**src/rtl/duart_irq_pkg.sv**
```systemverilog
package duart_irq_pkg;
    localparam int DW   = 8;
    localparam int NPIN = 4;

    localparam logic [3:0] OFF_MASKED = 4'h2;
    localparam logic [3:0] OFF_PORT   = 4'h4;
    localparam logic [3:0] OFF_STAT   = 4'h5;
    localparam logic [3:0] OFF_VEC    = 4'hC;

    localparam int B_TXA = 0;
    localparam int B_RXA = 1;
    localparam int B_BKA = 2;
    localparam int B_CTR = 3;
    localparam int B_TXB = 4;
    localparam int B_RXB = 5;
    localparam int B_BKB = 6;
    localparam int B_IPC = 7;

    typedef enum logic [0:0] {
        IPC_QUIET   = 1'b0,
        IPC_PENDING = 1'b1
    } ipc_state_t;
endpackage

```
**src/rtl/duart_ipc_detect.sv**
```systemverilog
module duart_ipc_detect
    import duart_irq_pkg::*;
#(
    parameter int SYNC_STAGES = 2
) (
    input  logic            clk,
    input  logic            rst_n,
    input  logic [NPIN-1:0] pins,
    input  logic [NPIN-1:0] pin_en,
    input  logic            port_rd,
    output logic            pending,
    output logic [DW-1:0]   port_val
);
    logic [NPIN-1:0] sync_q [SYNC_STAGES];
    logic [NPIN-1:0] prev_q;
    logic [NPIN-1:0] flags_q;
    logic [NPIN-1:0] chg;
    ipc_state_t      state_q, state_d;

    always_ff @(posedge clk or negedge rst_n) begin
        if (!rst_n) begin
            for (int i = 0; i < SYNC_STAGES; i++) sync_q[i] <= '0;
            prev_q <= '0;
        end else begin
            sync_q[0] <= pins;
            for (int i = 1; i < SYNC_STAGES; i++) sync_q[i] <= sync_q[i-1];
            prev_q <= sync_q[SYNC_STAGES-1];
        end
    end

    assign chg = (sync_q[SYNC_STAGES-1] ^ prev_q) & pin_en;

    always_comb begin
        state_d = state_q;
        unique case (state_q)
            IPC_QUIET:   if (|chg) state_d = IPC_PENDING;
            IPC_PENDING: if (port_rd && !(|chg)) state_d = IPC_QUIET;
            default:     state_d = IPC_QUIET;
        endcase
    end

    always_ff @(posedge clk or negedge rst_n) begin
        if (!rst_n) state_q <= IPC_QUIET;
        else        state_q <= state_d;
    end

    always_ff @(posedge clk or negedge rst_n) begin
        if (!rst_n)       flags_q <= '0;
        else if (port_rd) flags_q <= chg;
        else              flags_q <= flags_q | chg;
    end

    always_comb begin
        pending  = (state_q == IPC_PENDING);
        port_val = {flags_q, sync_q[SYNC_STAGES-1]};
    end

    assert_state_tracks_flags_R6: assert property (@(posedge clk) disable iff (!rst_n)
        (state_q == IPC_PENDING) == (flags_q != '0));
    assert_read_clears_R7: assert property (@(posedge clk) disable iff (!rst_n)
        (port_rd && chg == '0) |=> (state_q == IPC_QUIET && flags_q == '0));
    assert_pending_holds_R8: assert property (@(posedge clk) disable iff (!rst_n)
        (state_q == IPC_PENDING && !port_rd) |=> (state_q == IPC_PENDING));
endmodule

```
**src/rtl/duart_irq_status.sv**
```systemverilog
module duart_irq_status
    import duart_irq_pkg::*;
(
    input  logic          clk,
    input  logic          rst_n,
    input  logic          tx_a,
    input  logic          rx_a,
    input  logic          brk_a,
    input  logic          clr_a,
    input  logic          tx_b,
    input  logic          rx_b,
    input  logic          brk_b,
    input  logic          clr_b,
    input  logic          ctr,
    input  logic          ipc_pending,
    input  logic [DW-1:0] mask,
    output logic [DW-1:0] status,
    output logic          irq_n
);
    logic [B_IPC-1:0] stat_q;

    always_ff @(posedge clk or negedge rst_n) begin
        if (!rst_n) begin
            stat_q <= '0;
        end else begin
            stat_q[B_TXA] <= tx_a;
            stat_q[B_RXA] <= rx_a;
            stat_q[B_BKA] <= brk_a | (stat_q[B_BKA] & ~clr_a);
            stat_q[B_CTR] <= ctr;
            stat_q[B_TXB] <= tx_b;
            stat_q[B_RXB] <= rx_b;
            stat_q[B_BKB] <= brk_b | (stat_q[B_BKB] & ~clr_b);
        end
    end

    always_comb begin
        status = {ipc_pending, stat_q};
        irq_n  = ~|(status & mask);
    end

    assert_level_follow_R2: assert property (@(posedge clk) disable iff (!rst_n)
        1'b1 |=> (status[B_TXA] == $past(tx_a) && status[B_RXB] == $past(rx_b)));
    assert_brk_sticky_R3: assert property (@(posedge clk) disable iff (!rst_n)
        (status[B_BKA] && !clr_a) |=> status[B_BKA]);
    assert_brk_set_wins_R3: assert property (@(posedge clk) disable iff (!rst_n)
        brk_b |=> status[B_BKB]);
endmodule

```
**src/rtl/duart_irq_bus.sv**
```systemverilog
module duart_irq_bus
    import duart_irq_pkg::*;
#(
    parameter int            AW        = 4,
    parameter logic [DW-1:0] VEC_RESET = 8'h0F
) (
    input  logic            clk,
    input  logic            rst_n,
    input  logic [AW-1:0]   addr,
    input  logic            rd,
    input  logic            wr,
    input  logic [DW-1:0]   wdata,
    input  logic [DW-1:0]   status,
    input  logic [DW-1:0]   port_val,
    output logic [DW-1:0]   rdata,
    output logic [DW-1:0]   mask,
    output logic [NPIN-1:0] pin_en,
    output logic            port_rd
);
    logic [DW-1:0] vec_q;

    always_ff @(posedge clk or negedge rst_n) begin
        if (!rst_n) begin
            mask   <= '0;
            pin_en <= '0;
            vec_q  <= VEC_RESET;
        end else if (wr) begin
            unique case (addr)
                AW'(OFF_STAT): mask   <= wdata;
                AW'(OFF_PORT): pin_en <= wdata[NPIN-1:0];
                AW'(OFF_VEC):  vec_q  <= wdata;
                default: ;
            endcase
        end
    end

    always_comb begin
        unique case (addr)
            AW'(OFF_STAT):   rdata = status;
            AW'(OFF_MASKED): rdata = status & mask;
            AW'(OFF_PORT):   rdata = port_val;
            AW'(OFF_VEC):    rdata = vec_q;
            default:         rdata = '0;
        endcase
        port_rd = rd && (addr == AW'(OFF_PORT));
    end

    assert_mask_write_R4: assert property (@(posedge clk) disable iff (!rst_n)
        (wr && addr == AW'(OFF_STAT)) |=> (mask == $past(wdata)));
    assert_vec_write_R9: assert property (@(posedge clk) disable iff (!rst_n)
        (wr && addr == AW'(OFF_VEC)) |=> (rd && addr == AW'(OFF_VEC)) |-> (rdata == $past(wdata)));
endmodule

```
**src/rtl/duart_irq_unit.sv**
```systemverilog
module duart_irq_unit
    import duart_irq_pkg::*;
#(
    parameter int            AW          = 4,
    parameter int            SYNC_STAGES = 2,
    parameter logic [DW-1:0] VEC_RESET   = 8'h0F
) (
    input  logic            clk,
    input  logic            rst_n,
    input  logic [AW-1:0]   bus_addr,
    input  logic            bus_rd,
    input  logic            bus_wr,
    input  logic [DW-1:0]   bus_wdata,
    output logic [DW-1:0]   bus_rdata,
    input  logic            tx_rdy_a,
    input  logic            rx_rdy_a,
    input  logic            brk_evt_a,
    input  logic            brk_clr_a,
    input  logic            tx_rdy_b,
    input  logic            rx_rdy_b,
    input  logic            brk_evt_b,
    input  logic            brk_clr_b,
    input  logic            ctr_rdy,
    input  logic [NPIN-1:0] gp_in,
    output logic            irq_n
);
    logic [DW-1:0]   status, mask, port_val;
    logic [NPIN-1:0] pin_en;
    logic            port_rd, ipc_pending;

    duart_ipc_detect #(.SYNC_STAGES(SYNC_STAGES)) u_ipc (
        .clk(clk), .rst_n(rst_n), .pins(gp_in), .pin_en(pin_en),
        .port_rd(port_rd), .pending(ipc_pending), .port_val(port_val)
    );

    duart_irq_status u_stat (
        .clk(clk), .rst_n(rst_n),
        .tx_a(tx_rdy_a), .rx_a(rx_rdy_a), .brk_a(brk_evt_a), .clr_a(brk_clr_a),
        .tx_b(tx_rdy_b), .rx_b(rx_rdy_b), .brk_b(brk_evt_b), .clr_b(brk_clr_b),
        .ctr(ctr_rdy), .ipc_pending(ipc_pending), .mask(mask),
        .status(status), .irq_n(irq_n)
    );

    duart_irq_bus #(.AW(AW), .VEC_RESET(VEC_RESET)) u_bus (
        .clk(clk), .rst_n(rst_n), .addr(bus_addr), .rd(bus_rd), .wr(bus_wr),
        .wdata(bus_wdata), .status(status), .port_val(port_val),
        .rdata(bus_rdata), .mask(mask), .pin_en(pin_en), .port_rd(port_rd)
    );

    assert_irq_matches_masked_R5: assert property (@(posedge clk) disable iff (!rst_n)
        (bus_rd && bus_addr == AW'(OFF_MASKED)) |-> ((bus_rdata != '0) == !irq_n));
    assert_irq_released_in_reset_R1: assert property (@(posedge clk)
        !rst_n |=> irq_n);
endmodule

```
**config.mk**
```make
export PLATFORM = sky130hd
export DESIGN_NAME = duart_irq_unit
export DESIGN_NICKNAME = d
export VERILOG_FILES = /design/src/rtl/duart_irq_pkg.sv /design/src/rtl/duart_ipc_detect.sv /design/src/rtl/duart_irq_status.sv /design/src/rtl/duart_irq_bus.sv /design/src/rtl/duart_irq_unit.sv
export SDC_FILE = /design/constraint.sdc
export NUM_CORES = 1
export LEC_CHECK = 0
export BUFFER_PORTS_ARGS = -buffer_cell sky130_fd_sc_hd__buf_2
export CAP_MARGIN = 20
export CORE_MARGIN = 5
export CORE_UTILIZATION = 30
export CTS_CLUSTER_DIAMETER = 80
export DETAILED_ROUTE_END_ITERATION = 8
export SYNTH_ARGS = -nofsm -noshare
export SYNTH_HDL_FRONTEND = slang
export SYNTH_HIERARCHICAL = 1
export SYNTH_SLANG_ARGS = --single-unit
```
**constraint.sdc**
```tcl
create_clock -name clk -period 1.97 [get_ports clk]
set_clock_uncertainty 0.1 [all_clocks]
set_input_delay 0.394 -clock clk [delete_from_list [all_inputs] [get_ports clk]]
set_output_delay 0.394 -clock clk [all_outputs]
set_load 0.005 [all_outputs]
```
# Word-level counts from Yosys, hierarchy flattened
# Cells that the tools add are included.
[totals]
regBits = 44
[op_classes]
eq_ne = 4
reduce_logical = 9
n_mux = 5
n_bitwise = 11
[ops]
columns = ["op", "n"]
rows = [
  ["8-bit case mux with 4 select lines", 1],
  ["8-bit bitwise AND", 1],
  ["4-bit by 3-bit equality test with 1-bit output, second input constant", 2],
  ["8-bit OR reduction", 1],
  ["2-bit AND reduction", 3],
  ["4-bit bitwise AND", 1],
  ["4-bit by 2-bit equality test with 1-bit output, second input constant", 1],
  ["4-bit equality test, second input constant", 1],
  ["4-bit 2-to-1 mux", 1],
  ["4-bit bitwise OR", 1],
  ["4-bit OR reduction", 1],
  ["4-bit bitwise XOR", 1],
  ["1-bit NOT", 3],
  ["1-bit bitwise AND", 2],
  ["1-bit logical AND", 2],
  ["1-bit zero test", 2],
  ["1-bit 2-to-1 mux", 2],
  ["1-bit bitwise OR", 2],
  ["1-bit case mux with 2 select lines", 1],
]

# Longest topological paths before layout
# Gate-level depths: netlist of run 1.
[logic_depth]
word_depth = 7
depth_mapped = 6
depth_no_buf = 5

# Hierarchy
# Netlist of run 1, hierarchy kept.
[modules_own_cells]
columns = ["module", "area_per_inst_um2", "cells_each", "n_inst", "seq_area_each_um2"]
rows = [
  ["duart_irq_bus", 1071.0, 86, 1, 505.5],
  ["duart_ipc_detect", 558.0, 40, 1, 425.4],
  ["duart_irq_status", 245.2, 17, 1, 175.2],
]

# Worst setup path after synthesis of run 1
# No wires, ideal clock.
[synth_timing]
path_kind = "input to output"
start = "in bus_addr[3]"
end = "out bus_rdata[0]"
t_arrival_ps = 1268
slack_ps = 208
stages = 4
n_path_buf = 1
cell_sequence = "clkbuf_1 > nor4b_2 > a22oi_1 > o21ai_0"
[synth_between]
elab_chain_len = 2
[synth_lines]
columns = ["item", "line_no", "rtl"]
rows = [
  ["start: declaration", "duart_irq_unit.sv:10", "input logic [AW-1:0] bus_addr,"],
  ["4-bit equality test, or another cell as far along", "duart_irq_bus.sv:38", "unique case (addr)"],
  ["8-bit case mux with 4 select lines (*)", "duart_irq_bus.sv:38", ""],
  ["end: declaration", "duart_irq_unit.sv:14", "output logic [DW-1:0] bus_rdata,"],
]
# Every way passes the cells marked *; elsewhere a longest branch is shown, timed or not.

# Final worst setup path of run 1
[layout_timing]
start = "in bus_addr[3]"
end = "out bus_rdata[1]"
# Same word-level chain as after synthesis.

==> results by group, run 1 <==
Global route
  • Total GRT Usage: 10.8%
  • Total gr overflow: 0
  • Largest net degree at the start of global routing: 45
  • Antenna violations before repair: 0
  • First-pass GRT wire length: 6330 um
  • Vias in the first global route: 1257

Job
  • Max Cap Viol: 0

Placement
  • Placed insts: 252
  • PortBufs: 37
  • RD Place Congestion: 0.781
  • DP Area: 0.00215 mm2
  • Placed wire-length estimate: 2910 um

STA
  • Endpoints failing hold: 0
  • Least-Margin Pin Slew: 0.550 ns
  • Final Slew Violations: 0
  • FMAX: 542 MHz
  • Post-layout min period: 1.84 ns
  • Relative slew slack: 63.3%
  • RSZ-0062 raised after global routing: false
  • Period utilisation layout: 93.6%
  • Setup TNS: 0 ns
  • Final setup fails: 0

Worst hold path
  • Worst Hold Class: primary input to async pin

Routing
  • DR vias/cell: 4.58
  • DR DRC count: 0
  • DRT Pass-1 Iters: 4
  • Routed len/inst: 15.1 um
  • DR vias: 1192
  • DRT iter0 DRCs: 61
  • DRT Wirelength: 3920 um
  • Post-route ant nets: 0

Clock network
  • Clk root buf: clkbuf_8
  • Clk sink count: 44
  • Clock insertion delay at the later pin of the skew report: 0.28 ns
  • Setup Fix Bufs, Post-CTS: 0
  • Clock slew at reported path FFs: 0.08 ns
  • Clock tree buffer depth: 2
  • TritonCTS clock tree: built
  • Cts bufs inserted: 5
  • Htree depth: 2

Final layout
  • Final net count: 213
  • N_diodes: 0
  • Layout cells sized above 1: 42.7%
  • Fin area: 0.00224 mm2
  • Final core utilization: 37.3%
  • Fill count: 587
  • Most frequent cells in the layout: 40 x dfrtp_1, 37 x buf_2, 12 x a22oi_1, 12 x o21ai_0, 12 x mux2_2
  • Most common library cell in the layout ignoring fill and taps: dfrtp_1
  • Finished Layout Cells: 260
  • Synth-to-Final Area Change: 19.4%

Critical path
  • CP required: 1.48 ns
  • R2R cell count: 3
  • CP bufs+invs: 2
  • CP Class: primary input to primary output
  • Crit path capture type: primary output
  • WP data arrival: 1.35 ns
  • Setup crit start kind: primary input
  • FF-to-FF setup slack: 0.92 ns
  • Slowest CP cell: and4bb_2
  • Crit-path most repeated cell: buf_2
  • CP max FO: 8
  • CP max stage delay: 0.31 ns
  • WP depth: 5
  • Worst-path cell chain: buf_2 -> and4bb_2 -> a22oi_1 -> o21ai_0 -> buf_2
  • CP top delay family: compound AO/OA/AOI/OAI gates

Yosys
  • Yosys reg bits: 44
  • XOR/XNOR share of the synthesized area: 1.87%
  • Mux share of post-synthesis cell area: 13.6%
  • Yosys Warn Count: 6
  • Main combinational cell family by area after synthesis: multiplexers
  • Register area share after synthesis: 59.0%
  • Gate count after technology mapping: 143
  • Mapped cell area: 0.00187 mm2
  • Post-Synth Simple-Gate Area: 9.15%
  • Syn_area_per_cell: 13.1 um2
  • Share of synthesized cell area in full adder, half adder and majority cells: 0%
  • Post-Syn Nets: 172
  • Netlist cell types: 28
  • Complex-gate fraction of the synthesized area: 11.3%

Power
  • Total power draw: 2.01 mW
  • Leakage: 1.03 nW
  • Peak VDD IR: 0.355 mV
  • Pwr/cell area: 897 mW/mm2

Floorplanning
  • Overall die width: 89.0 um
  • Die height: 89.0 um
  • Die area: 0.00793 mm2
  • I/O pin cnt: 38
  • Core area: 0.00599 mm2
  • Rows: 28
  • Initial core utilization: 31.3%

Outcome
  • Status: finished, final reports clean
logic make-up (layout without fill, tap and decap cells):
group / Yosys count / after routing
flops: 44 / 44
compound gates: 35 / 35
simple gates: 24 / 24
mux: 20 / 20
buf+inv: 16 / 58
xor+xnor: 4 / 4
final timing paths:
check | start | to
max in group asynchronous | rst_n | u_bus/vec_q[2]$_DFFE_PN1P_
max | bus_addr[3] | bus_rdata[1]
max reg2reg | u_ipc/port_val[3]$_DFF_PN0_ | u_ipc/pending$_DFF_PN0_
min in group clk | ctr_rdy | u_stat/stat_q[3]$_DFF_PN0_
min | rst_n | u_bus/mask[5]$_DFFE_PN0P_
min reg2reg | u_ipc/sync_q[6]$_DFF_PN0_ | u_ipc/port_val[2]$_DFF_PN0_
what timing repair did:
action,in CTS,in global routing
setup endpoints to repair,0,1
gates resized for setup,0,1
endpoints found under the hold margin,0,0
hold buffers,0,0
cell usage after synthesis:
cell type	number	area [um2]
xor2_1	4	35.0
buf_2	1	5.00
buf_6	2	22.5
dfrtp_1	40	1000
and4bb_2	1	12.5
and3_1	1	6.26
clkbuf_1	2	7.51
nor4b_2	1	15.0
and2_1	1	6.26
buf_4	5	37.5
inv_1	6	22.5
and4_1	1	8.76
nand4_1	1	6.26
a21oi_1	9	45.0
nand3b_1	1	7.51
nor3b_1	1	7.51
nand2b_1	8	50.1
mux2_2	12	135
and3b_1	2	17.5
a21o_2	1	8.76
nor3b_2	1	12.5
a22oi_1	12	90.1
nor2b_1	1	6.26
mux2_4	8	120
o21ai_0	12	60.1
a21o_1	1	7.51
dfstp_2	4	105
nand2_1	4	15.0
metal layers:
layer,global-route usage [%],up-vias,share of wire (%)
met5,0,-,0
met4,3.65,0,1.0
met3,3.59,5,7.8
met2,15.6,39,45
met1,15.3,568,47
li1,-,580,-
flip-flops by register name (all words and copies together) (netlist names):
signal / cells
u_bus/mask: 8
u_bus/vec_q: 8
u_stat/stat_q: 7
u_bus/pin_en: 4
u_ipc/flags_q: 4
u_ipc/port_val: 4
u_ipc/prev_q: 4
u_ipc/sync_q: 4
u_ipc/pending: 1
power breakdown:
group,switching (mW),internal (mW)
Combinational,0.115,0.175
Clock,0.283,0.286
Sequential,0.0929,1.05
area by class of cell:
class	count	area, um2	share of cell area, %
Sequential cell	44	1110	49.4
Multi-Input combinational cell	83	674	30.1
Timing Repair Buffer	44	250	11.2
Tap cell	75	93.8	4.19
Clock buffer	8	90.1	4.03
Inverter	6	22.5	1.01
per-stage QoR:
| stage | hold WS, ns | setup WS, ns |
|---|---|---|
| finish | 0.0661 | 0.126 |
| global route | 0.0851 | 0.000934 |
| CTS | 0.0850 | 0.114 |
| detailed placement | 0.235 | 0.107 |
| global placement | 0.232 | 0.113 |
| floorplan | -0.00159 | 0.208 |
Note: power is estimated with default switching activity, not from simulation.
==> run 2: changes to the inputs <==
==> constraint.sdc (replaced) <==
create_clock -name clk -period 1.97 [get_ports clk]
set_clock_uncertainty 0.1 [all_clocks]
set_input_delay 0.394 -clock clk [delete_from_list [all_inputs] [get_ports clk]]
set_output_delay 0.394 -clock clk [all_outputs]
set_load 0.05 [all_outputs]
==> run 2 against run 1 <==
  * Fmax shrank 5.2%
  * Sequential share of layout area fell by 1.3 points
  * Worst setup slack lost 0.10 ns
  * Sequential power is essentially flat
  * Largest power group unchanged
==> results by group, run 2 (synthesized netlist as in run 1, its figures left out) <==
Outcome
  • Status: finished, final reports clean (unchanged)

Clock network
  • Clock slew at reported path FFs: 0.07 ns (was 0.08 ns)
  • Clock tree buffer depth: 2 (unchanged)
  • Setup Fix Bufs, Post-CTS: 0 (unchanged)
  • Htree depth: 2 (unchanged)
  • Clk root buf: clkbuf_8 (unchanged)
  • TritonCTS clock tree: built (unchanged)
  • Clock insertion delay at the later pin of the skew report: 0.29 ns (was 0.28 ns)
  • Hold Buf Count CTS: 0 (unchanged)
  • Clk sink count: 44 (unchanged)
  • Cts bufs inserted: 5 (unchanged)
  • Post-CTS sizing: 0 (unchanged)

Routing
  • DR vias/cell: 4.68 (was 4.58)
  • Post-route ant nets: 0 (unchanged)
  • DR DRC count: 0 (unchanged)
  • Routed len/inst: 15.7 um (was 15.1 um)
  • DRT Wirelength: 4120 um (was 3920 um)
  • DRT Pass-1 Iters: 4 (unchanged)
  • DRT iter0 DRCs: 59 (was 61)
  • DR vias: 1231 (was 1192)

Worst hold path
  • Worst Hold Class: primary input to async pin (unchanged)

Power
  • Leakage: 1.06 nW (was 1.03 nW)
  • Pwr/cell area: 906 mW/mm2 (was 897 mW/mm2)
  • Peak VDD IR: 0.409 mV (was 0.355 mV)
  • Total power draw: 2.08 mW (was 2.01 mW)

Floorplanning
  • Initial core utilization: 31.3% (unchanged)
  • Die area: 0.00793 mm2 (unchanged)
  • Rows: 28 (unchanged)
  • I/O pin cnt: 38 (unchanged)
  • Die height: 89.0 um (unchanged)
  • Core area: 0.00599 mm2 (unchanged)
  • Overall die width: 89.0 um (unchanged)

Placement
  • Placed insts: 255 (was 252)
  • RD Place Congestion: 0.752 (was 0.781)
  • Placed wire-length estimate: 3020 um (was 2910 um)
  • PortBufs: 37 (unchanged)

Critical path
  • Crit path capture type: primary output (unchanged)
  • Setup crit start kind: primary input (unchanged)
  • CP startpoint: bus_addr[0] (was bus_addr[3])
  • CP max FO: 8 (unchanged)
  • FF-to-FF setup slack: 0.87 ns (was 0.92 ns)
  • Worst R2R End: u_ipc/pending$_DFF_PN0_ (unchanged)
  • R2R cell count: 3 (unchanged)
  • CP Class: primary input to primary output (unchanged)
  • CP required: 1.48 ns (about the same)
  • Reg2reg start: u_ipc/port_val[3]$_DFF_PN0_ (unchanged)
  • WP data arrival: 1.45 ns (was 1.35 ns)

Global route
  • Largest net degree at the start of global routing: 45 (unchanged)
  • Total gr overflow: 0 (unchanged)
  • Total GRT Usage: 11.4% (was 10.8%)
  • Antenna violations before repair: 0 (unchanged)
  • Vias in the first global route: 1295 (was 1257)
  • First-pass GRT wire length: 6710 um (was 6330 um)

STA
  • Hold_ws: 0.0748 ns (was 0.0661 ns)
  • Setup TNS: 0 ns (unchanged)
  • Relative slew slack: 62.4% (was 63.3%)
  • RSZ-0062 raised after global routing: false (unchanged)
  • Endpoints failing hold: 0 (unchanged)
  • Period utilisation layout: 98.8% (was 93.6%)
  • Post-layout min period: 1.95 ns (was 1.84 ns)
  • Least-Margin Pin Slew: 0.564 ns (was 0.550 ns)
  • Final Slew Violations: 0 (unchanged)
  • FMAX: 514 MHz (was 542 MHz)
  • Final setup fails: 0 (unchanged)

Final layout
  • Synth-to-Final Area Change: 22.7% (was 19.4%)
  • Most frequent cells in the layout: 40 x dfrtp_1, 31 x buf_2, 12 x a22oi_1, 12 x mux2_2 (was 40 x dfrtp_1, 37 x buf_2, 12 x a22oi_1, 12 x o21ai_0, 12 x mux2_2)
  • Layout cells sized above 1: 46.8% (was 42.7%)
  • Finished Layout Cells: 263 (was 260)
  • N_diodes: 0 (unchanged)
  • Fill count: 594 (was 587)
  • Final net count: 216 (was 213)
  • Regs by FF count: u_bus/mask x8, u_bus/vec_q x8, u_stat/stat_q x7 (unchanged)
  • Most common library cell in the layout ignoring fill and taps: dfrtp_1 (unchanged)

Job
  • Max Cap Viol: 0 (unchanged)
==> run 2: worst max-delay path, stage by stage <==
cell and delay, ns:
buf_2 0.13, and4bb_2 0.44, a22oi_1 0.14, o21ai_2 0.07, buf_2 0.27
==> run 2: worst max-delay path by stage <==
stage                   end  cells past startpoint
4_1_cts               irq_n                      3
5_1_grt        bus_rdata[0]                      6
3_5_place_dp   bus_rdata[1]                      5
6_report       bus_rdata[6]                      5
3_3_place_gp   bus_rdata[6]                      6
2_1_floorplan  bus_rdata[2]                      4
==> run 2: power by group <==
group	internal (mW)	switching, mW	leakage (nW)
registers	1.05	0.0897	0.507
logic	0.187	0.183	0.507
clock network	0.286	0.284	0.0455
total	1.53	0.557	1.06
==> run 2: cell type report <==
class / count / area (um2) / area share, %
multi-input cells: 83 / 699 / 30.4
repair buffers: 47 / 288 / 12.5
flip-flops and latches: 44 / 1110 / 48.1
well taps: 75 / 93.8 / 4.08
clock buffers: 8 / 90.1 / 3.92
inverters: 6 / 22.5 / 0.979
==> run 2: metal layers <==
layer  track usage [%]  share of wire, %  vias to the layer above
met2              17.0                44                       40
met5                 0                 0                        -
met1              16.2                48                      601
met4              3.65               1.1                        0
li1                  -                 -                      586
met3              3.23               6.9                        4
==> run 2: metrics by stage <==
stage / setup slack (ns) / instance area, um2 / util, %
6_report: 0.0245 / 2300 / 38.4
5_1_grt: 0.00148 / 2300 / 38.4
4_1_cts: 0.0150 / 2280 / 38.1
3_5_place_dp: 0.0317 / 2190 / 36.6
3_3_place_gp: 0.0235 / 2190 / 36.6
2_1_floorplan: -0.201 / 1900 / -
==> run 3: changes to the inputs <==
--- a/config.mk
+++ b/config.mk
@@ -5,6 +5,7 @@
 export SDC_FILE = /design/constraint.sdc
 export NUM_CORES = 1
 export LEC_CHECK = 0
+export ABC_AREA = 1
 export BUFFER_PORTS_ARGS = -buffer_cell sky130_fd_sc_hd__buf_2
 export CAP_MARGIN = 20
 export CORE_MARGIN = 5
==> constraint.sdc (replaced) <==
create_clock -name clk -period 2.5 [get_ports clk]
set_clock_uncertainty 0.1 [all_clocks]
set_input_delay 0.5 -clock clk [delete_from_list [all_inputs] [get_ports clk]]
set_output_delay 0.5 -clock clk [all_outputs]
set_load 0.05 [all_outputs]
==> run 3 against run 2 <==
  * Critical path depth rose by 2
  * Power down 18%
  * Critical endpoint is now bus_rdata[1]
  * Sequential power fell by 22%
  * Cell area grew 5.9%
  * Worst setup slack improved by 0.29 ns
  * Wire length up 7.3%
  * Sequential cell count unchanged
  * Largest power group unchanged
  * Critical path type unchanged
  * Final cell count up 43%
  * Synthesized cell count increased by 77%
==> results by group, run 3 <==
Outcome
  • Status: finished, final reports clean (unchanged)

Floorplanning
  • Core area: 0.00672 mm2 (was 0.00599 mm2)
  • I/O pin cnt: 38 (unchanged)
  • Overall die width: 92.7 um (was 89.0 um)
  • Rows: 30 (was 28)
  • Die height: 92.7 um (was 89.0 um)
  • Die area: 0.00859 mm2 (was 0.00793 mm2)
  • Initial core utilization: 30.5% (was 31.3%)

STA
  • FMAX: 457 MHz
  • Setup TNS: 0 ns (unchanged)
  • Post-layout min period: 2.19 ns
  • Period utilisation layout: 87.6%
  • Final Slew Violations: 0 (unchanged)
  • RSZ-0062 raised after global routing: false (unchanged)
  • Relative slew slack: 57.8% (was 62.4%)
  • Hold_ws: 0.117 ns (was 0.0748 ns)
  • Endpoints failing hold: 0 (unchanged)
  • Final setup fails: 0 (unchanged)
  • Least-Margin Pin Slew: 0.632 ns (was 0.564 ns)

Critical path
  • Crit path capture type: primary output (unchanged)
  • CP max FO: 19 (was 8)
  • FF-to-FF setup slack: 1.48 ns (was 0.87 ns)
  • WP data arrival: 1.59 ns (was 1.45 ns)
  • Worst-path cell chain: buf_2 -> nor2_4 -> nand3_1 -> nand2_1 -> clkinv_1 -> nand2_1 -> buf_2 (was buf_2 -> and4bb_2 -> a22oi_1 -> o21ai_2 -> buf_2)
  • CP required: 1.90 ns (was 1.48 ns)
  • CP max stage delay: 0.36 ns (was 0.44 ns)
  • Slowest CP cell: nor2_4 (was and4bb_2)
  • Setup crit start kind: primary input (unchanged)
  • CP Class: primary input to primary output (unchanged)

Yosys
  • Yosys reg bits: 44 (unchanged)
  • Area share of the largest cell type after synthesis: 48.8% (was 53.4%)
  • Top-count cell post-synth: nand2_1 (was dfrtp_1)
  • Synth area leaders: dfrtp_1 49%, nand2_1 13%, nand3_1 8.3% (was dfrtp_1 53%, mux2_2 7.2%, mux2_4 6.4%)
  • Netlist cell types: 20 (was 28)
  • Syn_area_per_cell: 8.11 um2 (was 13.1 um2)
  • Number of synthesized flops with an enable pin: 0 (unchanged)
  • Register area share after synthesis: 53.9% (was 59.0%)
  • Commonest cells post-synth: 73 x nand2_1, 40 x dfrtp_1, 38 x inv_1 (was 40 x dfrtp_1, 12 x a22oi_1, 12 x mux2_2, 12 x o21ai_0, 9 x a21oi_1)
  • Mapped cell area: 0.00205 mm2 (was 0.00187 mm2)
  • Gate count after technology mapping: 253 (was 143)
  • Asr flop ratio synth: 100% (unchanged)
  • Synth Flop Type: dfrtp_1 (unchanged)
  • Yosys Warn Count: 6 (unchanged)
  • Post-Syn Nets: 282 (was 172)
  • Synth area leader: dfrtp_1 (unchanged)

Placement
  • PortBufs: 37 (unchanged)
  • Placed wire-length estimate: 3320 um (was 3020 um)
  • RD Place Congestion: 0.764 (was 0.752)

Power
  • Psw: 490 uW (was 557 uW)
  • Leakage: 1.35 nW (was 1.06 nW)
  • Pwr/cell area: 703 mW/mm2 (was 906 mW/mm2)
  • Clock Power Share: 30.8% (was 27.4%)
  • Sw Share: 28.6% (was 26.7%)
  • Peak VDD IR: 0.199 mV (was 0.409 mV)
  • Register share of total power: 51.8% (was 54.8%)
  • Comb power frac: 17.4% (was 17.8%)
  • Int Pwr: 1.22 mW (was 1.53 mW)

Worst hold path
  • Worst Hold Class: primary input to async pin (unchanged)

Global route
  • Largest net degree at the start of global routing: 30 (was 45)
  • Antenna violations before repair: 0 (unchanged)
  • Total GRT Usage: 11.3% (was 11.4%)
  • Vias in the first global route: 1666 (was 1295)
  • First-pass GRT wire length: 7700 um (was 6710 um)
  • Total gr overflow: 0 (unchanged)

Final layout
  • Most frequent cells in the layout: 73 x nand2_1, 40 x dfrtp_1, 38 x inv_1, 37 x buf_2, 34 x nand3_1 (was 40 x dfrtp_1, 31 x buf_2, 12 x a22oi_1, 12 x mux2_2)
  • Synth-to-Final Area Change: 18.7% (was 22.7%)
  • Final net count: 323 (was 216)
  • N_diodes: 0 (unchanged)
  • Regs by FF count: u_bus/mask x8, u_bus/vec_q x8, u_stat/stat_q x7 (unchanged)
  • Layout cells sized above 1: 22.0% (was 46.8%)
  • Most common library cell in the layout ignoring fill and taps: nand2_1 (was dfrtp_1)

Clock network
  • Clock tree buffer depth: 2 (unchanged)
  • Post-CTS sizing: 0 (unchanged)
  • Setup Fix Bufs, Post-CTS: 0 (unchanged)
  • Cts bufs inserted: 5 (unchanged)
  • TritonCTS clock tree: built (unchanged)
  • Clk sink count: 44 (unchanged)
  • Clk root buf: clkbuf_8 (unchanged)
  • Clock slew at reported path FFs: 0.08 ns (was 0.07 ns)
  • Hold Buf Count CTS: 0 (unchanged)
  • Clock insertion delay at the later pin of the skew report: 0.30 ns (was 0.29 ns)
  • Htree depth: 2 (unchanged)

Routing
  • DR vias: 1652 (was 1231)
  • DRT Wirelength: 4420 um (was 4120 um)
  • DR DRC count: 0 (unchanged)
  • DRT iter0 DRCs: 76 (was 59)
  • Routed len/inst: 11.8 um (was 15.7 um)
  • DRT Pass-1 Iters: 4 (unchanged)
  • DR vias/cell: 4.41 (was 4.68)
  • Post-route ant nets: 0 (unchanged)

Job
  • Max Cap Viol: 0 (unchanged)
-- run 3: cell families after synthesis --
logic type	Yosys count	share of synthesized area, %
buffers and inverters	56	11.4
flip-flops	44	53.9
XOR/XNOR	1	0.427
AND/OR/NAND/NOR	126	27.5
AO/OA/AOI/OAI	26	6.77
-- run 3: critical path: cells and delay by family --
kind                   cells  cell delay [ns]
buffers and inverters      3             0.44
and+or+nand+nor            4             0.64
-- run 3: worst paths after layout --
kind	start	cells past startpoint	end
worst max-delay path	bus_addr[0]	7	bus_rdata[1]
worst min-delay path	rst_n	1	u_ipc/flags_q[1]$_DFF_PN0_
worst max register to register	u_ipc/port_val[1]$_DFF_PN0_	4	u_ipc/pending$_DFF_PN0_
worst min register to register	u_ipc/sync_q[6]$_DFF_PN0_	0	u_ipc/port_val[2]$_DFF_PN0_
max in group asynchronous	rst_n	2	u_bus/vec_q[2]$_DFFE_PN1P_
min in group clk	gp_in[0]	1	u_ipc/sync_q[4]$_DFF_PN0_
-- run 3: per-layer routing --
metal  GRT usage, %  vias to the layer above  part of all wire, %
li1               -                      857                    -
met1           14.2                      755                   47
met2           18.7                       36                   48
met3           3.33                        4                  4.9
met4           3.30                        0                 0.70
met5              0                        -                    0
-- run 3: power groups by stage --
stage	Combinational, mW	Clock (mW)	Sequential, mW
detailed placement	0.301	0	0.901
CTS	0.302	0.549	0.887
global route	0.342	0.586	0.902
global placement	0.296	0	0.898
floorplan	0.218	0	0.879
finish	0.298	0.528	0.886
-- run 3: cell type report --
class | instances | area, um2
Inverter | 47 | 176
Tap cell | 80 | 100
Clock buffer | 5 | 68.8
Timing Repair Buffer | 43 | 230
Clock inverter | 3 | 42.5
Multi-Input combinational cell | 153 | 711
Sequential cell | 44 | 1110
Fill cell | 711 | 4280
-- run 3: stage by stage --
stage / worst slack, ns / area [um2] / power [mW] / cells / utilization, %
floorplan: 0.476 / 2050 / 1.10 / 253 / -
global placement: 0.329 / 2320 / 1.19 / 367 / 34.6
detailed placement: 0.303 / 2320 / 1.20 / 367 / 34.6
CTS: 0.296 / 2430 / 1.74 / 375 / 36.2
global route: 0.139 / 2430 / 1.83 / 375 / 36.2
finish: 0.310 / 2430 / 1.71 / 375 / 36.2
